--- config.mk ---
export PLATFORM = sky130hd
export DESIGN_NAME = smi_gen_ctrl
export DESIGN_NICKNAME = d
export VERILOG_FILES = /design/src/rtl/smi_gen_pkg.sv /design/src/rtl/smi_cfg_reg.sv /design/src/rtl/smi_mc_timer.sv /design/src/rtl/smi_gen_ctrl.sv
export SDC_FILE = /design/constraint.sdc
export NUM_CORES = 1
export LEC_CHECK = 0
export ABC_AREA = 1
export CAP_MARGIN = 30
export CORE_MARGIN = 1
export CORE_UTILIZATION = 41
export CTS_BUF_LIST = sky130_fd_sc_hd__clkbuf_8
export CTS_CLUSTER_DIAMETER = 60
export DETAILED_ROUTE_END_ITERATION = 10
export GPL_TIMING_DRIVEN = 0
export PLACE_DENSITY = 0.9
export SETUP_SLACK_MARGIN = 0.2
export SLEW_MARGIN = 20
export SYNTH_ARGS = -nofsm -noshare
export SYNTH_HDL_FRONTEND = slang
export SYNTH_SLANG_ARGS = --single-unit
--- constraint.sdc ---
create_clock -name clk -period 1.5 [get_ports clk]
set_input_delay 0.375 -clock clk [delete_from_list [all_inputs] [get_ports clk]]
set_output_delay 0.375 -clock clk [all_outputs]
set_load 0.02 [all_outputs]
--- src/rtl/smi_gen_pkg.sv ---
package smi_gen_pkg;
  localparam int unsigned WORD_W     = 32;
  localparam int unsigned BIT_LINK_M = 27;
  localparam int unsigned BIT_MIS_M  = 26;
  localparam int unsigned BIT_GLOB_M = 25;
  localparam int unsigned BIT_MC_EN  = 24;
  localparam logic [WORD_W-1:0] WRITABLE_MASK = 32'h0F0F_FFFF;
  localparam logic [WORD_W-1:0] RESET_WORD    = 32'h0400_0000;

  function automatic logic [WORD_W-1:0] merge_write(input logic [WORD_W-1:0] wdata);
    return wdata & WRITABLE_MASK;
  endfunction

  // Uncore group: per-index enable, global mask leaves only the timeout index.
  function automatic logic unc_request(input logic [WORD_W-1:0] evt,
                                       input logic [WORD_W-1:0] en,
                                       input logic              glob_mask,
                                       input int unsigned       keep_idx);
    logic [WORD_W-1:0] allow;
    allow = glob_mask ? (WORD_W'(1) << keep_idx) : '1;
    return |(evt & en & allow);
  endfunction
endpackage

--- src/rtl/smi_cfg_reg.sv ---
module smi_cfg_reg
  import smi_gen_pkg::*;
(
  input  logic              clk,
  input  logic              rst_n,
  input  logic              wr_en,
  input  logic [WORD_W-1:0] wdata,
  input  logic              lock,
  output logic [WORD_W-1:0] word
);
  logic [WORD_W-1:0] word_q;

  always_ff @(posedge clk) begin
    if (!rst_n)               word_q <= RESET_WORD;
    else if (wr_en && !lock)  word_q <= merge_write(wdata);
  end

  assign word = word_q;
endmodule

--- src/rtl/smi_mc_timer.sv ---
module smi_mc_timer #(
  parameter int unsigned CNT_W = 20
) (
  input  logic             clk,
  input  logic             rst_n,
  input  logic             arm_ok,
  input  logic             evt,
  input  logic [CNT_W-1:0] thresh,
  output logic             busy,
  output logic             fire
);
  logic             busy_q;
  logic [CNT_W-1:0] cnt_q;

  assign fire = busy_q && arm_ok && (cnt_q == '0);

  always_ff @(posedge clk) begin
    if (!rst_n) begin
      busy_q <= 1'b0;
      cnt_q  <= '0;
    end else if (!busy_q) begin
      if (evt && arm_ok) begin
        busy_q <= 1'b1;
        cnt_q  <= thresh;
      end
    end else if (!arm_ok || cnt_q == '0) begin
      busy_q <= 1'b0;
    end else begin
      cnt_q <= cnt_q - 1'b1;
    end
  end

  assign busy = busy_q;
endmodule

--- src/rtl/smi_gen_ctrl.sv ---
module smi_gen_ctrl
  import smi_gen_pkg::*;
#(
  parameter int unsigned THR_W     = 20,
  parameter int unsigned TIMEOUT_IX = 6
) (
  input  logic              clk,
  input  logic              rst_n,
  input  logic              cfg_wr_en,
  input  logic [WORD_W-1:0] cfg_wdata,
  input  logic              cfg_lock,
  output logic [WORD_W-1:0] cfg_rdata,
  input  logic              link_fail_evt,
  input  logic              link_smi_en,
  input  logic              misalign_evt,
  input  logic              mc_evt,
  input  logic [WORD_W-1:0] unc_err_evt,
  input  logic [WORD_W-1:0] unc_err_en,
  output logic              smi_pulse
);
  logic [WORD_W-1:0] cfg_word;
  logic              glob_mask;
  logic              mc_arm_ok;
  logic              link_req;
  logic              mis_req;
  logic              unc_req;
  logic              mc_busy;
  logic              mc_fire;
  logic              any_req;
  logic              pulse_q;

  smi_cfg_reg u_cfg (
    .clk   (clk),
    .rst_n (rst_n),
    .wr_en (cfg_wr_en),
    .wdata (cfg_wdata),
    .lock  (cfg_lock),
    .word  (cfg_word)
  );

  assign glob_mask = cfg_word[BIT_GLOB_M];
  assign mc_arm_ok = cfg_word[BIT_MC_EN] && !glob_mask;

  smi_mc_timer #(.CNT_W(THR_W)) u_timer (
    .clk    (clk),
    .rst_n  (rst_n),
    .arm_ok (mc_arm_ok),
    .evt    (mc_evt),
    .thresh (cfg_word[THR_W-1:0]),
    .busy   (mc_busy),
    .fire   (mc_fire)
  );

  assign link_req = link_fail_evt && link_smi_en && !cfg_word[BIT_LINK_M];
  assign mis_req  = misalign_evt && !cfg_word[BIT_MIS_M] && !glob_mask;
  assign unc_req  = unc_request(unc_err_evt, unc_err_en, glob_mask, TIMEOUT_IX);
  assign any_req  = link_req || mis_req || unc_req || mc_fire;

  always_ff @(posedge clk) begin
    if (!rst_n) pulse_q <= 1'b0;
    else        pulse_q <= any_req;
  end

  assign smi_pulse = pulse_q;
  assign cfg_rdata = cfg_word;
endmodule

==> impl_metrics.ini <==
[run_status]
status = complete, but fails checks
violations = negative setup slack

[worst_setup_path]
worstSetupPathType = flop to flop
worst_ep_arrival_time_ns = 1.77
start_kind = flop
worst-path-buf-inv = 2
cp-end-kind = flop
slowest_stage = dfxtp_1
path_cells = nor2_2, nand2_2, nor2_4, nand3_4, nand2_4, buf_12, buf_8, nor2_2, nand2_1, o21ai_1
r2r_cells = 10
path_max_fanout = 5
crit_required_ns = 1.69
slowest_delay_ns = 0.38
critPathTopFamily = simple AND/OR/NAND/NOR gates
reg2reg_slack_ns = -0.08
cp_common_cell = nor2_2
cp.depth = 10

[clocking]
cts_buffer_depth = 2
cts_hold_buf = 0
clk_latency_ns = 0.31
cts_sinks = 46
tritoncts = built
numCtsBuffers = 5
cts-htree-levels = 2
clk_pin_slew_worst_paths_ns = 0.08
cts-root-buf = clkbuf_8

[route]
vias = 3458
wl_per_cell_um = 14.98
vias_per_cell = 5.192
wirelength_mm = 9.978
ant_nets = 0
drc = 0
drt_pass1_iterations = 5
drtIter0Drc = 265

[placement]
dp_cells = 631
gp_congestion = 0.9378
io_buffers = 120
place_ws_ns = -0.5118
detailed_place_hpwl_mm = 6.685
place_area_um2 = 4039

[cells_and_area]
design_area_um2 = 4571
drive_above_1_share_pct = 27.33
final_cells = 666
layout_commonest_cell = nand2_1
diodes = 0
nets = 694
mostFrequentLayoutCells = nand2_1 (120), clkdlybuf4s50_1 (95), nor2_1 (70)
area_delta_synth_final_pct = 69.28

[sta]
slew_viol_final = 0
period_needed_ns = 1.582
skew_ns = 0.006528
period_share_pct = 105.4
fmax_mhz = 632.3
setup_violations = 10
timing.final.ws_setup_ns = -0.08164
hold_slack_ns = 0.4741
hold_viol = 0
rsz0062_at_grt = yes

[global_route]
antenna_found_initial = 0
overflow = 0
grt_use_total_pct = 26.80
grt_max_degree = 15
grt_pass1_vias = 3349
grt_pass1_wl_mm = 15.05

[synthesis]
synthSimpleGateAreaFrac_pct = 39.53
synth-async-reset-ratio_pct = 0
ys_types = 35
synth_compound_area_share_pct = 14.78
synth_fa_ha_area_share_pct = 0.9268
synth.avg_cell_area_um2 = 6.323
synth_cells = 427
synth_area_um2 = 2700
synth_top_family_by_area = simple AND/OR/NAND/NOR gates
synth_mux_area_share_pct = 0
ys_warn_count = 0
ys_seq_area_share_pct = 34.11
synth_ff_type = dfxtp_1
yosys.area_share.xor_xnor_pct = 1.622
synth_edf_count = 0
synth_seq_cells = 46

[die]
die_w_um = 83.15
start_util_pct = 42.52
placementRows = 29
die_h_um = 83.15
coreArea_um2 = 6350
die-area_um2 = 6914
io_pins = 137

[worst_hold_path]
hp-class = flop to flop
hold_depth = 2

[job]
drv_cap = 0

[pwr]
power_per_cell_area_nw_per_um2 = 708.5
irDropWorstVdd_mv = 0.5488
power_leakage_nw = 2.150
p_total_mw = 3.238
cell families after synthesis:
logic type | count (synthesis)
and+or+nand+nor | 250
AOI/OAI and AO/OA | 72
buffers and inverters | 51
DFF | 46
xor gates and xnor gates | 5
adders and majority gates | 2
other | 1
worst paths after layout:
path	startpoint	endpoint
max	u_timer.cnt_q[10]	u_timer.cnt_q[17]
min	u_timer.cnt_q[16]	u_timer.cnt_q[16]
max reg2reg	u_timer.cnt_q[10]	u_timer.cnt_q[17]
min reg2reg	u_timer.cnt_q[16]	u_timer.cnt_q[16]
cell type report:
type | instances | area [um^2]
Sequential cell | 46 | 947.2
Clock inverter | 2 | 12.51
Buffer | 21 | 176.4
Multi-Input combinational cell | 337 | 1778
Clock buffer | 6 | 82.58
Timing Repair Buffer | 147 | 1345
Tap cell | 77 | 96.34
Inverter | 30 | 132.6
Fill cell | 458 | 1779
cells in the mapped netlist, types with 3 or more instances:
master | n | area share (%)
nand2_1 | 127 | 18
nor2_1 | 88 | 12
dfxtp_1 | 46 | 34
o21ai_0 | 46 | 8.5
inv_1 | 27 | 3.8
nand3_1 | 11 | 2.0
a21oi_1 | 10 | 1.9
buf_4 | 9 | 2.5
clkbuf_1 | 8 | 1.1
nand4_1 | 6 | 1.4
nor2_4 | 6 | 2.5
o21ai_2 | 5 | 1.6
nor2_2 | 4 | 0.93
o22ai_1 | 3 | 0.70
xnor2_1 | 3 | 0.97
worst reg2reg max path, cell delays in order (launching register included):
cell and delay [ns]:
dfxtp_1 0.38, nor2_2 0.17, nand2_2 0.11, nor2_4 0.13, nand3_4 0.12, nand2_4 0.13
buf_12 0.11, buf_8 0.12, nor2_2 0.04, nand2_1 0.07, o21ai_1 0.08
repair_timing:
item / CTS / global route
setup buffers: 16 / 10
resized for setup: 147 / 74
cloned: 1 / 0
endpoints found under the setup margin: 70 / 45
pin swaps: 19 / 27
stage by stage:
| step | setup TNS [ns] | util [%] |
|---|---|---|
| after floorplan | 0 | - |
| after global placement | -12.22 | 63.61 |
| after detailed placement | -14.12 | 63.61 |
| after CTS | 0 | 68.51 |
| after global routing | -0.7052 | 71.98 |
| final | -0.2330 | 71.98 |
registers in the layout (all words and copies together) (netlist names):
name,count
u_cfg.word,24
smi_pulse,1
u_timer.cnt_q,20
u_timer.busy,1
routing by layer:
metal | wire (um) | up-vias | track usage, % | share of wire [%]
li1 | - | 1664 | - | -
met1 | 3605 | 1549 | 29.81 | 36
met2 | 5156 | 196 | 48.66 | 52
met3 | 769 | 49 | 4.573 | 7.7
met4 | 446 | 0 | 13.79 | 4.5
met5 | 0 | - | 0 | 0
report_power, final:
group          leakage [nW]  internal (mW)  switching (mW)
sequential            0.385           1.28          0.0599
clock                0.0472          0.371           0.442
combinational          1.72          0.546           0.540
Power figures use the tool's default switching activity.
